### config.mk
export PLATFORM = sky130hd
export DESIGN_NAME = i2c_xfer_queue
export DESIGN_NICKNAME = d
export VERILOG_FILES = /design/src/rtl/i2cq_pkg.sv /design/src/rtl/i2cq_fifo.sv /design/src/rtl/i2cq_datapath.sv /design/src/rtl/i2cq_control.sv /design/src/rtl/i2c_xfer_queue.sv
export SDC_FILE = /design/constraint.sdc
export NUM_CORES = 1
export LEC_CHECK = 0
export ABC_AREA = 1
export CORE_MARGIN = 3
export CORE_UTILIZATION = 60
export DETAILED_ROUTE_END_ITERATION = 12
export DONT_BUFFER_PORTS = 1
export GPL_TIMING_DRIVEN = 0
export PLACE_DENSITY = 0.76
export SLEW_MARGIN = 20
export SYNTH_ARGS = -nofsm -noshare
export SYNTH_HDL_FRONTEND = slang
export SYNTH_SLANG_ARGS = --single-unit
export TNS_END_PERCENT = 5
### constraint.sdc
create_clock -name clk -period 5.4 [get_ports clk]
set_clock_uncertainty 0.05 [all_clocks]
set_input_delay 1.35 -clock clk [delete_from_list [all_inputs] [get_ports clk]]
set_output_delay 1.35 -clock clk [all_outputs]
set_load 0.03 [all_outputs]
### src/rtl/i2cq_pkg.sv
package i2cq_pkg;
  localparam int REG_ADDR_W = 3;
  localparam int REG_DATA_W = 16;
  localparam int CMD_W      = 9;
  localparam int BYTE_W     = 8;

  localparam logic [REG_ADDR_W-1:0] ADDR_CMD   = 3'd0;
  localparam logic [REG_ADDR_W-1:0] ADDR_TXLVL = 3'd1;
  localparam logic [REG_ADDR_W-1:0] ADDR_RXLVL = 3'd2;
  localparam logic [REG_ADDR_W-1:0] ADDR_TXTHR = 3'd3;
  localparam logic [REG_ADDR_W-1:0] ADDR_RXTHR = 3'd4;
  localparam logic [REG_ADDR_W-1:0] ADDR_EVT   = 3'd5;

  // event register bit positions
  localparam int EVT_TXOVER  = 0;
  localparam int EVT_RXUNDER = 1;
  localparam int EVT_RXOVER  = 2;
  localparam int EVT_TXLOW   = 3;
  localparam int EVT_RXHIGH  = 4;

  typedef struct packed {
    logic txPush;
    logic txPop;
    logic rxPush;
    logic rxPop;
    logic flush;
  } qStrobes_t;
endpackage

### src/rtl/i2cq_fifo.sv
module i2cq_fifo #(
  parameter int WIDTH = 9,
  parameter int DEPTH = 8
) (
  input  logic                         clk,
  input  logic                         rstN,
  input  logic                         push,
  input  logic                         pop,
  input  logic                         flush,
  input  logic [WIDTH-1:0]             din,
  output logic [WIDTH-1:0]             dout,
  output logic [$clog2(DEPTH+1)-1:0]   level,
  output logic                         full,
  output logic                         empty
);
  localparam int LVL_W = $clog2(DEPTH + 1);
  localparam int PTR_W = (DEPTH > 1) ? $clog2(DEPTH) : 1;
  localparam logic [PTR_W-1:0] LAST = PTR_W'(DEPTH - 1);

  logic [WIDTH-1:0] mem [DEPTH];
  logic [PTR_W-1:0] wrPtr, rdPtr;
  logic [LVL_W-1:0] count;

  function automatic logic [PTR_W-1:0] nextPtr(input logic [PTR_W-1:0] p);
    return (p == LAST) ? '0 : p + 1'b1;
  endfunction

  always_ff @(posedge clk) begin
    if (push) mem[wrPtr] <= din;
  end

  always_ff @(posedge clk) begin
    if (!rstN || flush) begin
      wrPtr <= '0;
      rdPtr <= '0;
      count <= '0;
    end else begin
      if (push) wrPtr <= nextPtr(wrPtr);
      if (pop)  rdPtr <= nextPtr(rdPtr);
      count <= count + LVL_W'(push) - LVL_W'(pop);
    end
  end

  assign dout  = mem[rdPtr];
  assign level = count;
  assign full  = (count == LVL_W'(DEPTH));
  assign empty = (count == '0);

  AST_PUSH_NOT_FULL:  assert property (@(posedge clk) disable iff (!rstN) push |-> !full);
  AST_POP_NOT_EMPTY:  assert property (@(posedge clk) disable iff (!rstN) pop |-> !empty);
  AST_FLUSH_CLEARS:   assert property (@(posedge clk) disable iff (!rstN) flush |=> (level == '0));
  AST_LEVEL_BOUND:    assert property (@(posedge clk) disable iff (!rstN) level <= LVL_W'(DEPTH));
endmodule

### src/rtl/i2cq_datapath.sv
module i2cq_datapath
  import i2cq_pkg::*;
#(
  parameter int TX_DEPTH = 8,
  parameter int RX_DEPTH = 8
) (
  input  logic                            clk,
  input  logic                            rstN,
  input  qStrobes_t                       stb,
  input  logic [CMD_W-1:0]                cmdWord,
  input  logic [BYTE_W-1:0]               rxDin,
  output logic [CMD_W-1:0]                txHead,
  output logic [BYTE_W-1:0]               rxHead,
  output logic [$clog2(TX_DEPTH+1)-1:0]   txLevel,
  output logic [$clog2(RX_DEPTH+1)-1:0]   rxLevel,
  output logic                            txIsFull,
  output logic                            txIsEmpty,
  output logic                            rxIsFull,
  output logic                            rxIsEmpty
);
  // a read request carries no payload: store it with a clean low byte
  logic [CMD_W-1:0] txDin;
  assign txDin = cmdWord[CMD_W-1] ? {1'b1, {BYTE_W{1'b0}}} : cmdWord;

  i2cq_fifo #(.WIDTH(CMD_W), .DEPTH(TX_DEPTH)) txQ (
    .clk(clk), .rstN(rstN),
    .push(stb.txPush), .pop(stb.txPop), .flush(stb.flush),
    .din(txDin), .dout(txHead), .level(txLevel),
    .full(txIsFull), .empty(txIsEmpty)
  );

  i2cq_fifo #(.WIDTH(BYTE_W), .DEPTH(RX_DEPTH)) rxQ (
    .clk(clk), .rstN(rstN),
    .push(stb.rxPush), .pop(stb.rxPop), .flush(stb.flush),
    .din(rxDin), .dout(rxHead), .level(rxLevel),
    .full(rxIsFull), .empty(rxIsEmpty)
  );
endmodule

### src/rtl/i2cq_control.sv
module i2cq_control
  import i2cq_pkg::*;
#(
  parameter int TX_DEPTH = 8,
  parameter int RX_DEPTH = 8
) (
  input  logic                            clk,
  input  logic                            rstN,
  input  logic                            regWrEn,
  input  logic                            regRdEn,
  input  logic [REG_ADDR_W-1:0]           regAddr,
  input  logic [REG_DATA_W-1:0]           regWrData,
  output logic [REG_DATA_W-1:0]           regRdData,
  input  logic                            txReady,
  input  logic                            rxStrobe,
  input  logic                            abortReq,
  input  logic [$clog2(TX_DEPTH+1)-1:0]   txLevel,
  input  logic [$clog2(RX_DEPTH+1)-1:0]   rxLevel,
  input  logic                            txIsFull,
  input  logic                            txIsEmpty,
  input  logic                            rxIsFull,
  input  logic                            rxIsEmpty,
  input  logic [BYTE_W-1:0]               rxHead,
  output qStrobes_t                       stb,
  output logic                            txEmptyEvt,
  output logic                            rxFullEvt
);
  localparam int TX_LW = $clog2(TX_DEPTH + 1);
  localparam int RX_LW = $clog2(RX_DEPTH + 1);

  logic             cmdWr, cmdRd, evtWr;
  logic [TX_LW-1:0] txThr;
  logic [RX_LW-1:0] rxThr;
  logic             txOverF, rxUnderF, rxOverF;
  logic             unusedBits;

  assign unusedBits = ^regWrData[REG_DATA_W-1:CMD_W];

  assign cmdWr = regWrEn && (regAddr == ADDR_CMD);
  assign cmdRd = regRdEn && (regAddr == ADDR_CMD);
  assign evtWr = regWrEn && (regAddr == ADDR_EVT);

  // an overflowing entry is judged against the count at the start of the cycle
  always_comb begin
    stb.flush  = abortReq;
    stb.txPush = cmdWr    && !txIsFull  && !abortReq;
    stb.txPop  = txReady  && !txIsEmpty && !abortReq;
    stb.rxPush = rxStrobe && !rxIsFull  && !abortReq;
    stb.rxPop  = cmdRd    && !rxIsEmpty && !abortReq;
  end

  always_ff @(posedge clk) begin
    if (!rstN) begin
      txThr <= '0;
      rxThr <= '0;
    end else if (regWrEn) begin
      if (regAddr == ADDR_TXTHR) txThr <= regWrData[TX_LW-1:0];
      if (regAddr == ADDR_RXTHR) rxThr <= regWrData[RX_LW-1:0];
    end
  end

  // sticky error flags: a new event wins over a clear in the same cycle
  always_ff @(posedge clk) begin
    if (!rstN) begin
      txOverF  <= 1'b0;
      rxUnderF <= 1'b0;
      rxOverF  <= 1'b0;
    end else begin
      txOverF  <= (cmdWr && txIsFull)     || (txOverF  && !(evtWr && regWrData[EVT_TXOVER]));
      rxUnderF <= (cmdRd && rxIsEmpty)    || (rxUnderF && !(evtWr && regWrData[EVT_RXUNDER]));
      rxOverF  <= (rxStrobe && rxIsFull)  || (rxOverF  && !(evtWr && regWrData[EVT_RXOVER]));
    end
  end

  assign txEmptyEvt = (txLevel <= txThr);
  assign rxFullEvt  = (rxLevel >  rxThr);

  always_comb begin
    regRdData = '0;
    unique case (regAddr)
      ADDR_CMD:   regRdData = rxIsEmpty ? '0 : REG_DATA_W'(rxHead);
      ADDR_TXLVL: regRdData = REG_DATA_W'(txLevel);
      ADDR_RXLVL: regRdData = REG_DATA_W'(rxLevel);
      ADDR_TXTHR: regRdData = REG_DATA_W'(txThr);
      ADDR_RXTHR: regRdData = REG_DATA_W'(rxThr);
      ADDR_EVT:   regRdData = REG_DATA_W'({rxFullEvt, txEmptyEvt, rxOverF, rxUnderF, txOverF});
      default:    regRdData = '0;
    endcase
  end

  AST_TXOVER_RAISED:   assert property (@(posedge clk) disable iff (!rstN) (cmdWr && txIsFull) |=> txOverF);
  AST_RXUNDER_RAISED:  assert property (@(posedge clk) disable iff (!rstN) (cmdRd && rxIsEmpty) |=> rxUnderF);
  AST_RXOVER_RAISED:   assert property (@(posedge clk) disable iff (!rstN) (rxStrobe && rxIsFull) |=> rxOverF);
  AST_TXLOW_WHEN_DRY:  assert property (@(posedge clk) disable iff (!rstN) txIsEmpty |-> txEmptyEvt);
  AST_RXHIGH_NONEMPTY: assert property (@(posedge clk) disable iff (!rstN) rxFullEvt |-> !rxIsEmpty);
endmodule

### src/rtl/i2c_xfer_queue.sv
module i2c_xfer_queue
  import i2cq_pkg::*;
#(
  parameter int TX_DEPTH = 8,
  parameter int RX_DEPTH = 8
) (
  input  logic                  clk,
  input  logic                  rstN,
  input  logic                  regWrEn,
  input  logic                  regRdEn,
  input  logic [2:0]            regAddr,
  input  logic [15:0]           regWrData,
  output logic [15:0]           regRdData,
  output logic                  txValid,
  input  logic                  txReady,
  output logic [8:0]            txCmd,
  input  logic                  rxStrobe,
  input  logic [7:0]            rxByte,
  input  logic                  abortReq,
  output logic                  txEmptyEvt,
  output logic                  rxFullEvt
);
  localparam int TX_LW = $clog2(TX_DEPTH + 1);
  localparam int RX_LW = $clog2(RX_DEPTH + 1);

  qStrobes_t          stb;
  logic [TX_LW-1:0]   txLevel;
  logic [RX_LW-1:0]   rxLevel;
  logic               txIsFull, txIsEmpty, rxIsFull, rxIsEmpty;
  logic [BYTE_W-1:0]  rxHead;

  i2cq_control #(.TX_DEPTH(TX_DEPTH), .RX_DEPTH(RX_DEPTH)) ctrl (
    .clk(clk), .rstN(rstN),
    .regWrEn(regWrEn), .regRdEn(regRdEn), .regAddr(regAddr),
    .regWrData(regWrData), .regRdData(regRdData),
    .txReady(txReady), .rxStrobe(rxStrobe), .abortReq(abortReq),
    .txLevel(txLevel), .rxLevel(rxLevel),
    .txIsFull(txIsFull), .txIsEmpty(txIsEmpty),
    .rxIsFull(rxIsFull), .rxIsEmpty(rxIsEmpty),
    .rxHead(rxHead), .stb(stb),
    .txEmptyEvt(txEmptyEvt), .rxFullEvt(rxFullEvt)
  );

  i2cq_datapath #(.TX_DEPTH(TX_DEPTH), .RX_DEPTH(RX_DEPTH)) dpath (
    .clk(clk), .rstN(rstN), .stb(stb),
    .cmdWord(regWrData[CMD_W-1:0]), .rxDin(rxByte),
    .txHead(txCmd), .rxHead(rxHead),
    .txLevel(txLevel), .rxLevel(rxLevel),
    .txIsFull(txIsFull), .txIsEmpty(txIsEmpty),
    .rxIsFull(rxIsFull), .rxIsEmpty(rxIsEmpty)
  );

  assign txValid = !txIsEmpty;

  AST_VALID_MEANS_DATA: assert property (@(posedge clk) disable iff (!rstN) (txValid && txReady && !abortReq) |=> (regAddr != 3'd1 || regRdData <= 16'(TX_DEPTH)));
endmodule

Yosys cells after proc, flatten, opt, wreduce, memory -nomap -nowiden
Memory sizes are Yosys's and may differ from the RTL's. A register that Yosys moved wholly into a read port is not among the register bits.
Index checks and enable logic that the tools add are counted.
{ "word_totals": {"regBits": 31, "mem_bits_rw": 136, "in_bits": 34, "output_inout_bits": 28, "word_cells": 87, "n_memories": 2} }
{ "memory_table": {"columns": ["memory", "depth", "width", "rd", "rd_ports_with_merged_regs", "wr", "line", "rtl"], "rows": [
  ["dpath.txQ.mem", 8, 9, 1, 1, 1, "i2cq_fifo.sv:20", "logic [WIDTH-1:0] mem [DEPTH];"],
  ["dpath.rxQ.mem", 8, 8, 1, 1, 1, "i2cq_fifo.sv:20", null]
]} }
{ "op_classes": {"n_addsub": 8, "order_cmp": 2, "n_eq_ne": 11, "muxes": 15, "reduce_logical": 38} }
{ "op_table": {"columns": ["operator", "n"], "rows": [
  ["one-hot mux 16 bit (6 select lines)", 1],
  ["two-way mux 3 bit", 8],
  ["logical AND 1 bit", 20],
  ["equality test 3 bit, second input constant", 6],
  ["adder 3 x 1 -> 3 bit, second input constant", 4],
  ["zero test 1 bit", 9],
  ["two-way mux 9 bit", 1],
  ["adder 4 x 1 -> 4 bit", 2],
  ["equality test 4 bit, second input constant", 2],
  ["zero test 4 bit", 2],
  ["two-way mux 8 bit", 1],
  ["subtractor 4 x 1 -> 4 bit", 2],
  ["equality test 3 x 2 -> 1 bit, second input constant", 2],
  ["greater-than comparator 4 bit", 1],
  ["less-or-equal comparator 4 bit", 1],
  ["logical OR 1 bit", 4],
  ["two-way mux 1 bit", 4],
  ["AND reduction 2 bit", 2],
  ["equality test 3 x 1 -> 1 bit, second input constant", 1],
  ["zero test 3 bit", 1]
]} }

Depth between registers and ports, before layout
{ "logic_depth": {"word_depth": 6, "mapped_depth": 15, "mapped_depth_nobuf": 15} }

Hierarchy
From an unflattened synthesis, not the netlist that was laid out.
{ "unflattened": {"hier_cells": 946, "area_unflattened_um2": 8465.6} }
{ "by_module_without_submodules": {"columns": ["mod", "instances", "cells_per_inst", "area_per_inst_um2", "seq_area_each_um2"], "rows": [
  ["i2cq_fifo (dpath.txQ)", 1, 397, 3833.7, 2422.3],
  ["i2cq_fifo (dpath.rxQ)", 1, 361, 3512.1, 2182.1],
  ["i2cq_control", 1, 170, 1044.8, 220.2],
  ["i2cq_datapath", 1, 17, 71.3, 0.0],
  ["i2c_xfer_queue", 1, 1, 3.8, 0.0]
]} }

Worst setup path before layout
Ideal clock, no wire load.
{ "synth_path": {"path_type": "in2out", "start": "input port regAddr[1]", "end": "output port regRdData[5]", "arrival_ns": 2.261, "t_required_ns": 4.000, "setup_slack_ns": 1.739, "path_stages": 5, "n_path_buf": 0, "cell_sequence": "nor2_4 -> nand2_4 -> nor2_2 -> nand2_1 -> nor2_1"} }
{ "synth_via": {"elab_chain_cells": 2, "elab_cells_between_ends": 7, "classes_between": "eq/ne (5); mux (1); reduce/logical (1)"} }
{ "synth_lines": {"columns": ["element", "line", "rtl"], "rows": [
  ["from (decl)", "i2c_xfer_queue.sv:11", "input logic [2:0] regAddr,"],
  ["equality test 3 bit, or another cell as far along", "i2cq_control.sv:80", "unique case (regAddr)"],
  ["one-hot mux 16 bit (6 select lines) (*)", "i2cq_control.sv:80", null],
  ["to (decl)", "i2c_xfer_queue.sv:13", "output logic [15:0] regRdData,"]
]} }
Mark *: on every way between the ends. The rest lies on a longest branch, timed or not.

Final worst setup path
{ "layout_path": {"start": "input port regAddr[1]", "end": "output port regRdData[6]"} }
Same word-level chain as after synthesis.

==> results.yml <==
drt:
  drt-initial-drc-count: 562
  vias: 5556
  drt-pass1-iter-count: 5
  drc: 0
  final_antenna_net_count: 0
  wl_per_cell_um: 17.57
  via_per_inst: 5.641
  wl_um: 17310
clock_tree:
  htree_num_levels: 4
  cts_tree: "yes"
  cts-resized-gates: 0
  cts_root_buf: "clkbuf_16"
  clkSlewWorstSetupHoldPaths_ps: 60
  cts_hold_buf: 0
  clkSinkCount: 173
  clockBufferDepth: 2
  cts_buffers: 17
  clock_latency_ps: 420
  postCtsSetupRepairBufs: 0
setup_path:
  start_kind: "input pin"
  critPathMaxFanout: 8
  timing_worst_setup_path_type: "in -> out"
  r2r-start: "dpath.txQ.level[2]"
  arrival_ps: 2580
  reg2reg_slack_ps: 2740
  cp-end-kind: "output port"
  rr_endpoint: "dpath.txQ.level[2]"
  reg2reg_depth: 12
  crit_start: "regAddr[1]"
  critPathRequiredTime_ps: 4000
placement:
  hpwl_um: 11610
  port-buffer-count: 0
  place_congestion: 0.8771
  placed_area_mm2: 0.007971
  placed_cells: 953
final_layout:
  final_common_cell: "nor2_1"
  area_delta_synth_final_pct: 10.43
  final_cell_mix: "nor2_1, edfxtp_1, nand2_1"
  fin_area_mm2: 0.008542
  finalNetCount: 868
  drive_above_1_share: 0.07834
  n_fill_cell: 929
  num_antenna_cells: 0
  instances_no_fill: 985
timing:
  max_slew_margin: 0.3345
  period_share: 0.7362
  setup_viol: 0
  tightestPinTransition_ps: 994.6
  period_needed_ps: 3976
  tns_ps: 0
  max_freq_mhz: 251.5
  finalMaxSlewViolations: 0
  hold_ws_ps: 425.8
  rsz0062_at_grt: "no"
  hold_viol: 0
global_route:
  grt_max_degree: 17
  grt_pass1_vias: 5466
  grt_overflow: 0
  grt_first_pass_wirelength_um: 27300
  met3_usage: 0.05184
  track_usage: 0.2511
  grt_busiest_layer: "met2"
  grtUsageMet1: 0.2971
  antenna_found_initial: 0
  met2_usage: 0.4431
flow_run:
  maxCapViolations: 0
pwr:
  power.total_mw: 2.739
  cellLeakagePower_nw: 3.312
  powerDensity_mw_per_mm2: 320.6
  vdd_drop_max_mv: 0.2196
synth:
  synth_top_family_by_area: "simple AND/OR/NAND/NOR gates"
  syn-cell-area_mm2: 0.007735
  ys_ff_latch: 173
  synth-xor-area-share: 0.002265
  synth_compound_area_frac: 0.07991
  syn_inst: 778
  yosysWarnings: 0
  synth_mux_area_frac: 0
  syn_area_per_cell_um2: 9.942
  ys_seq_area_frac: 0.6237
  synth_adder_area_share: 0.05047
  yosys.area_share.simple: 0.1842
  synthDistinctLibCells: 34
min_path:
  hold_start: "ctrl.rxUnderF"
  hp-class: "reg -> reg"
  hold_end: "ctrl.rxUnderF"
  whs_path_depth: 2
floorplanning:
  start_util: 0.6283
  die_width_um: 119.5
  rows: 40
  io_pins: 62
  dieArea_mm2: 0.01429
  core_mm2: 0.01231
  die_h_um: 119.5
status:
  outcome: "completed"
==> state kept, by name, indices dropped and copies added (netlist names), 3 cells and up, named ones only <==
register and flops:
ctrl.rxThr 4, ctrl.txThr 4, dpath.rxQ.level 4, dpath.rxQ.mem 64, dpath.rxQ.rdPtr 3, dpath.rxQ.wrPtr 3, dpath.txQ.level 4, dpath.txQ.mem 72
dpath.txQ.rdPtr 3, dpath.txQ.wrPtr 3
==> critical path: stages <==
cell and delay [ps]:
nor2_4 140, nand2_4 90, nor2_2 410, nand2_1 130, nor2_1 450
==> report_power, final <==
part | leakage, nW | internal, mW | switching, mW
clock network | 0.278 | 0.686 | 0.504
logic | 1.50 | 0.0253 | 0.0744
registers | 1.53 | 1.44 | 0.00447
==> worst max path at each step <==
stage | depth (start not counted) | to | slack (ps)
6_report | 5 | regRdData[6] | 1420
5_1_grt | 5 | regRdData[6] | 1350
4_1_cts | 5 | regRdData[6] | 1420
3_5_place_dp | 5 | regRdData[6] | 1430
3_3_place_gp | 5 | regRdData[6] | 1450
2_1_floorplan | 5 | regRdData[5] | 1740
==> final cells by class <==
| cell class | instances | area, µm² | share of cell area |
|---|---|---|---|
| clock inverter | 12 | 133.9 | 0.01567 |
| tap | 168 | 210.2 | 0.02461 |
| buffer | 34 | 176.4 | 0.02065 |
| multi-input combinational | 504 | 2481 | 0.2905 |
| clock buffer | 20 | 436.7 | 0.05112 |
| sequential | 173 | 4825 | 0.5648 |
| inverter | 74 | 279.0 | 0.03266 |
==> per-stage QoR <==
| stage | setup WS, ps | utilization |
|---|---|---|
| floorplan | 1739 | - |
| global placement | 1451 | 0.6475 |
| detailed placement | 1425 | 0.6475 |
| CTS | 1420 | 0.6938 |
| global route | 1352 | 0.6938 |
| finish | 1424 | 0.6938 |
==> Yosys cell counts, drive strengths merged <==
library cell / instances / area share
o21ai: 96 / 0.062
clkinv: 2 / 0.0011
o21bai: 1 / 0.00097
edfxtp: 136 / 0.53
o211ai: 1 / 0.00097
conb: 1 / 0.00048
nor3b: 1 / 0.0016
inv: 72 / 0.035
buf: 22 / 0.017
nor3: 3 / 0.0049
fa: 2 / 0.0052
o21a: 1 / 0.00097
and2: 1 / 0.00081
ha: 28 / 0.045
nand4: 4 / 0.0052
nand3: 43 / 0.028
nand2: 131 / 0.065
a21oi: 23 / 0.015
nor2: 157 / 0.077
dfxtp: 37 / 0.096
or2: 2 / 0.0019
xnor2: 2 / 0.0023
clkbuf: 12 / 0.0060
==> layer usage <==
layer	vias to the layer above	part of all wire
met5	-	0
met2	228	0.52
li1	2642	-
met3	45	0.063
met4	0	0.028
met1	2641	0.39
==> cell families after synthesis <==
kind of cell / Yosys count
simple gates: 342
flops: 173
compound gates: 122
buf+inv: 108
fa+ha+maj: 30
xor+xnor: 2
other cells: 1
Note: power is estimated with default switching activity, not from simulation.
